File: config.mk
export PLATFORM = sky130hd
export DESIGN_NAME = irq_route_unit
export DESIGN_NICKNAME = d
export VERILOG_FILES = /design/src/rtl/irq_route_pkg.sv /design/src/rtl/irq_msg_decode.sv /design/src/rtl/irq_lowest_pick.sv /design/src/rtl/irq_dest_match.sv /design/src/rtl/irq_route_unit.sv
export SDC_FILE = /design/constraint.sdc
export NUM_CORES = 1
export LEC_CHECK = 0
export BUFFER_PORTS_ARGS = -buffer_cell sky130_fd_sc_hd__buf_2
export CAP_MARGIN = 20
export CORE_ASPECT_RATIO = 1.2
export CORE_MARGIN = 2
export CORE_UTILIZATION = 25
export CTS_BUF_LIST = sky130_fd_sc_hd__clkbuf_4 sky130_fd_sc_hd__clkbuf_8 sky130_fd_sc_hd__clkbuf_16
export CTS_CLUSTER_DIAMETER = 60
export CTS_CLUSTER_SIZE = 25
export DETAILED_ROUTE_END_ITERATION = 12
export GPL_TIMING_DRIVEN = 0
export SLEW_MARGIN = 5
export SYNTH_ARGS = -nofsm -noshare
export SYNTH_HDL_FRONTEND = slang
export SYNTH_SLANG_ARGS = --single-unit
File: constraint.sdc
create_clock -name clk -period 9.7 [get_ports clk]
set_clock_uncertainty 0.2 [all_clocks]
set_input_delay 0.97 -clock clk [delete_from_list [all_inputs] [get_ports clk]]
set_output_delay 0.97 -clock clk [all_outputs]
set_load 0.05 [all_outputs]
File: src/rtl/irq_route_pkg.sv
package irq_route_pkg;

  localparam logic [2:0] DM_LOWPRI     = 3'b001;
  localparam logic [3:0] MODEL_FLAT    = 4'hF;
  localparam logic [3:0] MODEL_CLUSTER = 4'h0;
  localparam logic [7:0] DEST_ALL      = 8'hFF;

  typedef enum logic [1:0] {
    SH_ADDRESSED = 2'd0,
    SH_SELF      = 2'd1,
    SH_ALL       = 2'd2,
    SH_OTHERS    = 2'd3
  } shorthand_e;

  typedef struct packed {
    logic [7:0] dest;
    logic       logical;
    shorthand_e shorthand;
    logic [2:0] dmode;
    logic [7:0] vector;
    logic       trig;
  } irq_fields_t;

endpackage

File: src/rtl/irq_msg_decode.sv
module irq_msg_decode
  import irq_route_pkg::*;
(
  input  logic        kind,
  input  logic [31:0] addr,
  input  logic [31:0] data,
  output irq_fields_t fields
);
  // both formats share the vector, delivery-mode and trigger positions
  always_comb begin
    fields.vector = data[7:0];
    fields.dmode  = data[10:8];
    fields.trig   = data[15];
    if (kind) begin
      fields.dest      = addr[19:12];
      fields.logical   = addr[2];
      fields.shorthand = SH_ADDRESSED;
    end else begin
      fields.dest      = addr[31:24];
      fields.logical   = data[11];
      fields.shorthand = shorthand_e'(data[19:18]);
    end
  end
endmodule

File: src/rtl/irq_lowest_pick.sv
module irq_lowest_pick #(
  parameter int W = 8
) (
  input  logic [W-1:0] vec_in,
  output logic [W-1:0] vec_out
);
  localparam logic [W-1:0] ONE = {{(W-1){1'b0}}, 1'b1};
  logic [W-1:0] twos;
  // two's complement isolates the least significant set bit
  assign twos    = ~vec_in + ONE;
  assign vec_out = vec_in & twos;
endmodule

File: src/rtl/irq_dest_match.sv
module irq_dest_match
  import irq_route_pkg::*;
#(
  parameter int N    = 8,
  parameter int IDXW = $clog2(N)
) (
  input  irq_fields_t       fields,
  input  logic [IDXW-1:0]   sender,
  input  logic [8*N-1:0]    phys_id,
  input  logic [8*N-1:0]    log_id,
  input  logic [4*N-1:0]    model,
  output logic [N-1:0]      mask
);
  logic [N-1:0] phys_hit, phys_first, log_hit, self_bit;

  for (genvar i = 0; i < N; i++) begin : g_agent
    logic [7:0] lid;
    logic [3:0] mdl;
    assign lid = log_id[8*i +: 8];
    assign mdl = model[4*i +: 4];
    assign phys_hit[i] = (phys_id[8*i +: 8] == fields.dest);
    always_comb begin
      unique case (mdl)
        MODEL_FLAT:    log_hit[i] = |(fields.dest & lid);
        MODEL_CLUSTER: log_hit[i] = (fields.dest[7:4] == lid[7:4]) &&
                                    (|(fields.dest[3:0] & lid[3:0]));
        default:       log_hit[i] = 1'b0;
      endcase
    end
    assign self_bit[i] = (sender == IDXW'(i));
  end

  irq_lowest_pick #(.W(N)) u_phys_first (
    .vec_in  (phys_hit),
    .vec_out (phys_first)
  );

  always_comb begin
    unique case (fields.shorthand)
      SH_SELF:   mask = self_bit;
      SH_ALL:    mask = '1;
      SH_OTHERS: mask = ~self_bit;
      default: begin
        if (fields.logical)               mask = log_hit;
        else if (fields.dest == DEST_ALL) mask = '1;
        else                              mask = phys_first;
      end
    endcase
  end
endmodule

File: src/rtl/irq_route_unit.sv
module irq_route_unit
  import irq_route_pkg::*;
#(
  parameter int N    = 8,
  parameter int IDXW = $clog2(N)
) (
  input  logic             clk,
  input  logic             rst_n,
  input  logic             req_valid,
  output logic             req_ready,
  input  logic             req_kind,
  input  logic [31:0]      req_addr,
  input  logic [31:0]      req_data,
  input  logic [IDXW-1:0]  req_sender,
  input  logic [8*N-1:0]   agent_phys_id,
  input  logic [8*N-1:0]   agent_log_id,
  input  logic [4*N-1:0]   agent_model,
  output logic             out_valid,
  input  logic             out_ready,
  output logic [N-1:0]     out_mask,
  output logic [7:0]       out_vector,
  output logic [2:0]       out_dmode,
  output logic             out_trig,
  output logic             out_no_target
);
  irq_fields_t  fields;
  logic [N-1:0] raw_mask, low_mask, final_mask;
  logic         req_fire;

  irq_msg_decode u_decode (
    .kind   (req_kind),
    .addr   (req_addr),
    .data   (req_data),
    .fields (fields)
  );

  irq_dest_match #(.N(N), .IDXW(IDXW)) u_match (
    .fields  (fields),
    .sender  (req_sender),
    .phys_id (agent_phys_id),
    .log_id  (agent_log_id),
    .model   (agent_model),
    .mask    (raw_mask)
  );

  irq_lowest_pick #(.W(N)) u_lowpri (
    .vec_in  (raw_mask),
    .vec_out (low_mask)
  );

  assign final_mask = (fields.dmode == DM_LOWPRI) ? low_mask : raw_mask;
  assign req_ready  = !out_valid || out_ready;
  assign req_fire   = req_valid && req_ready;

  always_ff @(posedge clk) begin
    if (!rst_n) begin
      out_valid     <= 1'b0;
      out_mask      <= '0;
      out_vector    <= '0;
      out_dmode     <= '0;
      out_trig      <= 1'b0;
      out_no_target <= 1'b0;
    end else if (req_ready) begin
      out_valid <= req_valid;
      if (req_valid) begin
        out_mask      <= final_mask;
        out_vector    <= fields.vector;
        out_dmode     <= fields.dmode;
        out_trig      <= fields.trig;
        out_no_target <= ~|final_mask;
      end
    end
  end


  accept_to_valid_chk: assert property (@(posedge clk) disable iff (!rst_n)
    req_fire |=> out_valid);


  stall_hold_chk: assert property (@(posedge clk) disable iff (!rst_n)
    out_valid && !out_ready |=> out_valid && $stable(out_mask) &&
      $stable(out_vector) && $stable(out_dmode) && $stable(out_trig));


  stall_block_chk: assert property (@(posedge clk) disable iff (!rst_n)
    out_valid && !out_ready |-> !req_ready);


  lowpri_onehot_chk: assert property (@(posedge clk) disable iff (!rst_n)
    out_valid && out_dmode == DM_LOWPRI |-> $onehot0(out_mask));


  no_target_chk: assert property (@(posedge clk) disable iff (!rst_n)
    out_valid |-> (out_no_target == (out_mask == '0)));


  bcast_all_chk: assert property (@(posedge clk) disable iff (!rst_n)
    req_fire && !req_kind && req_data[19:18] == 2'd2 && req_data[10:8] != DM_LOWPRI
      |=> out_mask == '1);


  excl_self_chk: assert property (@(posedge clk) disable iff (!rst_n)
    req_fire && !req_kind && req_data[19:18] == 2'd3
      |=> !out_mask[$past(req_sender)]);
endmodule

* After elaboration in Yosys (flattened, before gate mapping) *
Cells that the tools add are included.

storage, ports and cells
  flip-flop bits (word level) = 22
  input bits = 232
  output and inout port bits = 23
  word-level logic and storage cells = 116

operators by class
  add/sub/neg operators = 2
  eq/ne operators = 36
  muxes and demuxes = 13
  bitwise operators = 21
  reductions and logical operators = 38

operators by type and width
  operator                                                          count
  8-bit AND                                                         10
  8-bit OR reduction                                                9
  8-bit == test                                                     8
  4-bit AND                                                         8
  4-bit == test                                                     8
  4-bit == test (second input constant)                             8
  4-bit zero test                                                   8
  4-bit OR reduction                                                8
  8-bit 2-to-1 mux                                                  3
  8-bit NOT                                                         3
  8-bit case mux with 3 select lines                                1
  8-bit by 1-bit adder with 8-bit output (second input constant)    2
  1-bit case mux with 2 select lines                                8
  3-bit == test (second input constant)                             4
  11-bit 2-to-1 mux                                                 1
  8-bit == test (second input constant)                             1
  1-bit logical AND                                                 8
  3-bit by 1-bit == test with 1-bit output (second input constant)  2
  3-bit by 2-bit == test with 1-bit output (second input constant)  2
  2-bit == test (second input constant)                             2
  3-bit zero test                                                   1
  2-bit by 1-bit == test with 1-bit output (second input constant)  1
  1-bit zero test                                                   2
  2-bit AND reduction                                               1
  1-bit logical OR                                                  1

* Depth between registers and ports, before layout *
Gate-level depths: netlist of the first run.

  word-level depth = 14
  gate-level depth with buffers = 14
  gate-level depth less buffers = 12

* Hierarchy *
A second synthesis of the first run with hierarchy kept.

second synthesis, totals
  cell total of the unflattened synthesis = 395
  area, all modules = 3310.7 sq um

modules (own cells, without submodules)
  module           instances  cells an instance  area an instance (sq um)  sequential area each (sq um)
  irq_dest_match   1          245                1950.6                    0.0
  irq_route_unit   1          106                942.2                     440.4
  irq_msg_decode   1          24                 250.2                     0.0
  irq_lowest_pick  2          10                 83.8                      0.0

* Worst setup path after synthesis of the first run *
Ideal clock, no wire load.

  path kind = input to register
  start = input req_kind
  end = register out_mask[4]
  setup time = 84 ps
  arrival time = 3783 ps
  required time = 9416 ps
  path slack = 5633 ps
  stages = 13
  path buffers = 2
  cell sequence = buf_6 -> buf_12 -> mux2i_4 -> inv_1 -> ha_1 -> or4_1 -> a222oi_1 -> a21oi_1 -> o21ai_0 -> o22ai_1 -> nor3_4 -> a21oi_2 -> o31ai_2

between the ends
  cells in the longest elaborated chain, start to end = 12
  elaborated cells on any way between the ends = 55
  classes of those cells = 2 x add/sub; 14 x eq/ne; 10 x mux; 14 x bitwise; 15 x reduce/logical

RTL lines
  element                                 line                   text
  start: declaration                      irq_route_unit.sv:11   input logic req_kind,
  11-bit 2-to-1 mux (*)                   irq_msg_decode.sv:14   if (kind) begin
  8-bit == test                           irq_dest_match.sv:21   assign phys_hit[i] = (phys_id[8*i +: 8] == fields.dest);
  8-bit NOT                               irq_lowest_pick.sv:10  assign twos = ~vec_in + ONE;
  8-bit by 1-bit adder with 8-bit output  irq_lowest_pick.sv:10
  8-bit AND                               irq_lowest_pick.sv:11  assign vec_out = vec_in & twos;
  8-bit 2-to-1 mux                        irq_dest_match.sv:45   else if (fields.dest == DEST_ALL) mask = '1;
  8-bit 2-to-1 mux                        irq_dest_match.sv:44   if (fields.logical) mask = log_hit;
  8-bit case mux with 3 select lines (*)  irq_dest_match.sv:39   unique case (fields.shorthand)
  8-bit NOT                               irq_lowest_pick.sv:10
  8-bit by 1-bit adder with 8-bit output  irq_lowest_pick.sv:10
  8-bit AND                               irq_lowest_pick.sv:11
  8-bit 2-to-1 mux (*)                    irq_route_unit.sv:51   assign final_mask = (fields.dmode == DM_LOWPRI) ? low_mask : raw_mask;
  end signal: assignment                  irq_route_unit.sv:66   out_mask <= final_mask;
  end: declaration                        irq_route_unit.sv:20   output logic [N-1:0] out_mask,

Every way passes the cells marked *; elsewhere a longest branch is shown, timed or not.
A chain may end at the register's enable or synchronous reset.

* Final worst setup path of the first run *
Same ends and word-level chain as after synthesis.

==> results_dict.tcl, run 1 <==
set metrics [dict create \
    arrival_ns 4.60 \
    antenna_found_initial 0 \
    synth_flop_cell "dfxtp_1" \
    status "completed" \
    p_total_mw 0.4057 \
    critPathLaunchType "input port" \
    hold_viol_final 0 \
    cts_num_sinks 22 \
    die_height_um 128.2 \
    place_hpwl_mm 10.82 \
    setup_viol 0 \
    instances_no_fill 780 \
    ys_warn_count 0 \
    path_cells "buf_6 > buf_12 > mux2i_4 > inv_1 > ha_1 > or4_1 > a222oi_1 > a21oi_1 > o21ai_0 > o22ai_1 > nor3_4 > a21oi_2 > o31ai_2" \
    p_leak_nw 2.019 \
    place.gp.congestion 0.8865 \
    grt_pass1_vias 4020 \
    synthDistinctLibCells 57 \
    wirelength_mm 12.59 \
    path_max_fanout 10 \
    synth.area.top_cells "xnor2_1 17%, dfxtp_1 14%, ha_1 12%" \
    cts-root-buf "clkbuf_16" \
    path_class "in -> reg" \
    syn2layout_area_growth_pct 43.44 \
    htreeDepth 1 \
    drtPass1Iterations 4 \
    slowest_stage "mux2i_4" \
    timing.fmax_mhz 216.0 \
    drc 0 \
    cp_num_buf_inv 3 \
    hold_buffers 0 \
    worst_pin_slew_ns 0.5577 \
    start_util_pct 25.47 \
    num_vias 3934 \
    maxCapViolCount 0 \
    crit_required_ns 9.67 \
    clkLatencyLatePin_ns 0.25 \
    clkTransAtPathRegs_ns 0.06 \
    fin_tns_setup_ns 0 \
    core_area_mm2 0.01261 \
    power.density_mw_per_mm2 88.05 \
    clockBufferDepth 2 \
    grt_max_degree 13 \
    slew_violations 0 \
    place_inst 776 \
    end_kind "flop" \
    nets 881 \
    pin_count 255 \
    cts_setup_buffers 0 \
    cts_made_buffers 3 \
    maxSlewHeadroom_pct 62.03 \
    setup_ws_ns 5.070 \
    rsz0062_at_grt "no" \
    hp-class "reg -> reg" \
    utilization_pct 36.53 \
    yosys-top-cells-count "64 x xnor2_1, 46 x nand2_1, 32 x a21oi_1, 32 x ha_1, 29 x nor4_1" \
    drtAntennaViolNets 0 \
    synth_top_cell_by_area "xnor2_1" \
    async_flop_share_pct 0 \
    grt_pass1_wl_mm 19.22 \
    drive_gt1_share_pct 40.91 \
    fp.dieW_um 107.5 \
    max_stage_delay_ns 0.52 \
    cp_top_family "compound AO/OA/AOI/OAI gates" \
    via_per_inst 5.044 \
    syn_area_per_cell_um2 8.193 \
    synth-seq-area-share_pct 13.71 \
    io_buffers 220 \
    fin_crit_sh_pct 47.73 \
    dp_worst_setup_slack_ns 4.825 \
    overflow 0 \
    irDropWorstVdd_uv 77.60 \
    core.rowCount 45 \
    finalCriticalPeriod_ns 4.630 \
    grt_use_total_pct 17.60 \
    wl_per_cell_um 16.13 \
    syn_area_mm2 0.003212 \
    cts_tree "yes" \
    synth_most_common_cell "xnor2_1" \
    drt_iter0_markers 140 \
    yosysTopAreaCellShare_pct 17.45 \
    ys_ff_latch 22 \
    syn-num-nets 656 \
    synthCells 392 \
    post_cts_resize_count 0 \
    synth_edf_count 0 \
    fp.dieArea_mm2 0.01377 \
    antennaDiodeCount 0 \
]
[registers in the layout, summed over array words and instances, names as in the netlist]
name,flops
out_trig,1
out_no_target,1
out_vector,8
out_dmode,3
out_mask,8
out_valid,1
[worst reg2reg max path: stages, from the launching register on]
cell,delay (ns)
dfxtp_1,0.31
nand2b_1,0.12
and2_1,0.17
clkbuf_1,0.32
buf_1,0.38
nand2_1,0.12
a21oi_1,0.14
[report_power, final]
| part | leakage, nW | total [mW] | internal (mW) | switching [mW] |
|---|---|---|---|---|
| combinational | 1.79 | 0.214 | 0.0916 | 0.122 |
| clock | 0.0442 | 0.0933 | 0.0629 | 0.0304 |
| sequential | 0.181 | 0.0985 | 0.0960 | 0.00250 |
| total | 2.02 | 0.406 | 0.250 | 0.155 |
[stage by stage]
stage               area (um^2)  hold WS (ns)
floorplan                  3212        0.4715
global placement           4518        0.2381
detailed placement         4518        0.2444
CTS                        4607        0.2524
global route               4607        0.2746
finish                     4607        0.2490
[routing by layer]
metal / share of wire [%] / track usage, % / vias up
li1: - / - / 1941
met1: 39 / 19.85 / 1772
met2: 51 / 34.18 / 199
met3: 7.2 / 2.389 / 22
met4: 2.4 / 4.600 / 0
met5: 0 / 0 / -
[cell families (layout without fill, tap and decap cells)]
kind of cell	count (synthesis)	after routing	synth area share [%]
buf+inv	18	242	2.921
flops	22	22	13.71
fa+ha+maj	32	32	12.47
xor+xnor	71	71	19.36
simple gates	146	146	25.83
compound gates	89	89	18.04
mux	14	14	7.674
[layout make-up]
cell class,count,area (um^2)
inverters,7,26.28
plain buffers,11,67.56
repair buffers,220,1101
clock buffers,4,88.84
multi-input cells,352,2678
fillers,1382,8005
well taps,164,205.2
flip-flops and latches,22,440.4
[layout by cell type, fill, tap and decap left out, types with 4 or more instances in the layout]
cell / n
nand3_1: 10
a22oi_1: 9
mux2i_4: 8
a21oi_1: 32
mux2_2: 5
nor2_1: 18
xor2_1: 7
and4_1: 5
a31oi_1: 4
ha_1: 32
nor4_1: 29
o21ai_1: 5
nand2_1: 46
nand4_1: 11
xnor2_1: 64
clkbuf_1: 6
o21ai_0: 12
dfxtp_1: 22
inv_1: 6
buf_2: 222
[worst paths after layout]
| check | from | endpoint | slack [ns] | cells after the start |
|---|---|---|---|---|
| max | req_kind | out_mask[4] | 5.07 | 13 |
| min | out_trig | out_trig | 0.25 | 2 |
| max reg2reg | out_valid | out_vector[6] | 7.87 | 6 |
| min reg2reg | out_trig | out_trig | 0.25 | 2 |
(Power assumes the default switching activity.)
==> inputs of run 2 (changes only) <==
- ABC_AREA: not set -> 1
- clock period: 9.7 -> 3.85 ns (I/O delays scaled with it)
==> run 2 against run 1 <==
Compared with the run above: cell count rose by 53%; count of clock-buffer cells in the layout fell by 1; combinational power rose to 2.8 times the previous value; critical path type unchanged.
==> results_dict.tcl, run 2 <==
set metrics [dict create \
    status "completed" \
    grt_use_total_pct 17.41 \
    place.gp.congestion 0.8489 \
    wirelength_mm 15.22 \
    drt_iter0_markers 276 \
    max_stage_delay_ns 0.43 \
    wl_per_cell_um 12.77 \
    ys_warn_count 0 \
    grt_pass1_wl_mm 23.78 \
    overflow 0 \
    crit_path_frequent_cell "nand2_1" \
    io_buffers 221 \
    async_flop_share_pct 0 \
    timing.fmax_mhz 315.5 \
    final_cell_mix "308 x nand2_1, 223 x buf_2, 104 x inv_1" \
    pin_count 255 \
    place_hpwl_mm 12.86 \
    cts_made_buffers 3 \
    synth-seq-area-share_pct 11.03 \
    cts-root-buf "clkbuf_16" \
    grt_max_degree 18 \
    syn2layout_area_growth_pct 36.23 \
    synth_flop_cell "dfxtp_1" \
    synth_top_cell_by_area "nand2_1" \
    path_class "in -> reg" \
    hp-class "in -> reg" \
    crit_required_ns 3.84 \
    worstHoldStart "req_data[6]" \
    setup_ws_ns 0.6802 \
    r2r-start "out_valid" \
    antenna_found_initial 2 \
    cp_top_family "simple AND/OR/NAND/NOR gates" \
    m1WireLength_mm 6.591 \
    wl_met3_um 861 \
    drc 0 \
    drtPass1Iterations 6 \
    final_common_cell "nand2_1" \
    core.rowCount 50 \
    synthDistinctLibCells 35 \
    worst_pin_slew_ns 0.6272 \
    die_height_um 142.4 \
    clkTransAtPathRegs_ns 0.05 \
    cts_num_sinks 22 \
    synthCells 758 \
    hold_buffers 0 \
    htreeDepth 1 \
    syn_area_per_cell_um2 5.267 \
    syn_area_mm2 0.003993 \
    clkLatencyLatePin_ns 0.25 \
    p_leak_nw 3.331 \
    p_total_mw 1.065 \
    final-seq-area_um2 440.4 \
    nets 1248 \
    num_vias 5242 \
    maxSlewHeadroom_pct 58.08 \
    maxCapViolCount 0 \
    crit_start "req_kind" \
    yosys-top-cells-count "308 x nand2_1, 104 x inv_1, 95 x nor2_1" \
    finalCriticalPeriod_ns 3.170 \
    post_cts_resize_count 0 \
    reg_top3 "out_mask x8, out_vector x8, out_dmode x3" \
    cp_num_buf_inv 3 \
    end_kind "flop" \
    via_per_inst 4.398 \
    synth.area.top_cells "nand2_1 29%, dfxtp_1 11%, ha_1 10%" \
    start_util_pct 25.53 \
    top_layer "met4" \
    clockBufferDepth 2 \
    fp.dieArea_mm2 0.01700 \
    multi_input_area_mm2 0.003060 \
    core_area_mm2 0.01564 \
    fin_tns_setup_ns 0 \
    ys_ff_latch 22 \
    synth_edf_count 0 \
    yosysTopAreaCellShare_pct 28.96 \
    slew_violations 0 \
    hold_viol_final 0 \
    drtAntennaViolNets 0 \
    rsz0062_at_grt "no" \
    path_max_fanout 14 \
    setup_viol 0 \
    cts_tree "yes" \
    dp_worst_setup_slack_ns 0.3688 \
    cts_setup_buffers 0 \
    drive_gt1_share_pct 27.39 \
    path_cells "buf_2 > inv_2 > nand2_1 > nand2_1 > ha_1 > nor4_1 > o21ai_0 > o21ai_0 > a21oi_1 > nand2_1 > nand2_1 > inv_1 > nand3_1 > nor2_1 > nand3_1 > a21oi_2" \
    fp.dieW_um 119.4 \
    arrival_ns 3.16 \
    n_fill_cell 1836 \
    irDropWorstVdd_uv 150.0 \
    syn-num-nets 1022 \
    critPathLaunchType "input port" \
    grt_pass1_vias 4889 \
    synth_most_common_cell "nand2_1" \
    fin_crit_sh_pct 82.33 \
    slowest_stage "o21ai_0" \
    wl_met2_mm 7.603 \
    power.density_mw_per_mm2 195.9 \
]
-- run 2: cell count changes after synthesis, sizes merged, moves of 9 or more --
cell   delta
nand3    +24
inv      +99
nor2     +79
xnor2    -60
o21ai    +10
nor4     -23
a21oi     -9
nand2   +285
nand4    +12
mux2i     -9
-- run 2: power by group --
group | leakage, nW | total [mW] | switching (mW) | internal, mW
logic | 3.11 | 0.601 | 0.377 | 0.224
clock network | 0.0370 | 0.212 | 0.0746 | 0.137
registers | 0.182 | 0.253 | 0.00745 | 0.245
total | 3.33 | 1.07 | 0.459 | 0.606
-- run 2: logic make-up after synthesis --
kind of cell | count (synthesis) | share of synthesized area (%)
flip-flops | 22 | 11.03
buffers and inverters | 119 | 12.32
AND/OR/NAND/NOR | 512 | 54.97
adder cells (fa/ha/maj) | 32 | 10.03
XOR/XNOR | 12 | 2.632
AO/OA/AOI/OAI | 61 | 9.026
-- run 2: final cells by class --
cell class	count	area share, %
antenna	2	0.09202
buffer	13	1.725
clock buffer	3	1.380
inverter	106	7.315
multi-input combinational	617	56.27
sequential	22	8.098
tap	208	4.785
timing repair buffer	221	20.34
-- run 2: metal layers --
metal / vias up / GRT usage (%)
li1: 2837 / -
met1: 2243 / 21.09
met2: 148 / 32.61
met3: 14 / 2.604
met4: 0 / 3.344
met5: - / 0
-- run 2: path summary, 6_finish.rpt --
path / endpoint / slack [ns] / depth (start not counted)
worst max-delay path: out_no_target / 0.68 / 16
worst min-delay path: out_vector[6] / 0.19 / 3
worst max register to register: out_vector[7] / 2.17 / 6
worst min register to register: out_mask[2] / 0.27 / 2
-- run 2: worst register-to-register path, stage by stage (launching register included) --
cell and delay (ns):
dfxtp_1 0.32, nand2_1 0.08, nand2_1 0.18, clkinv_1 0.27
clkbuf_1 0.32, nor2_1 0.15, nor2_1 0.06
-- run 2: stage by stage --
step,utilization (%),instances,instance area (um^2),hold slack [ns]
after floorplan,-,758,3993,0.3339
after global placement,34.26,1187,5359,0.2538
after detailed placement,34.26,1187,5359,0.2579
after CTS,34.74,1190,5434,0.1851
after global routing,34.78,1192,5439,0.1962
final,34.78,1192,5439,0.1852
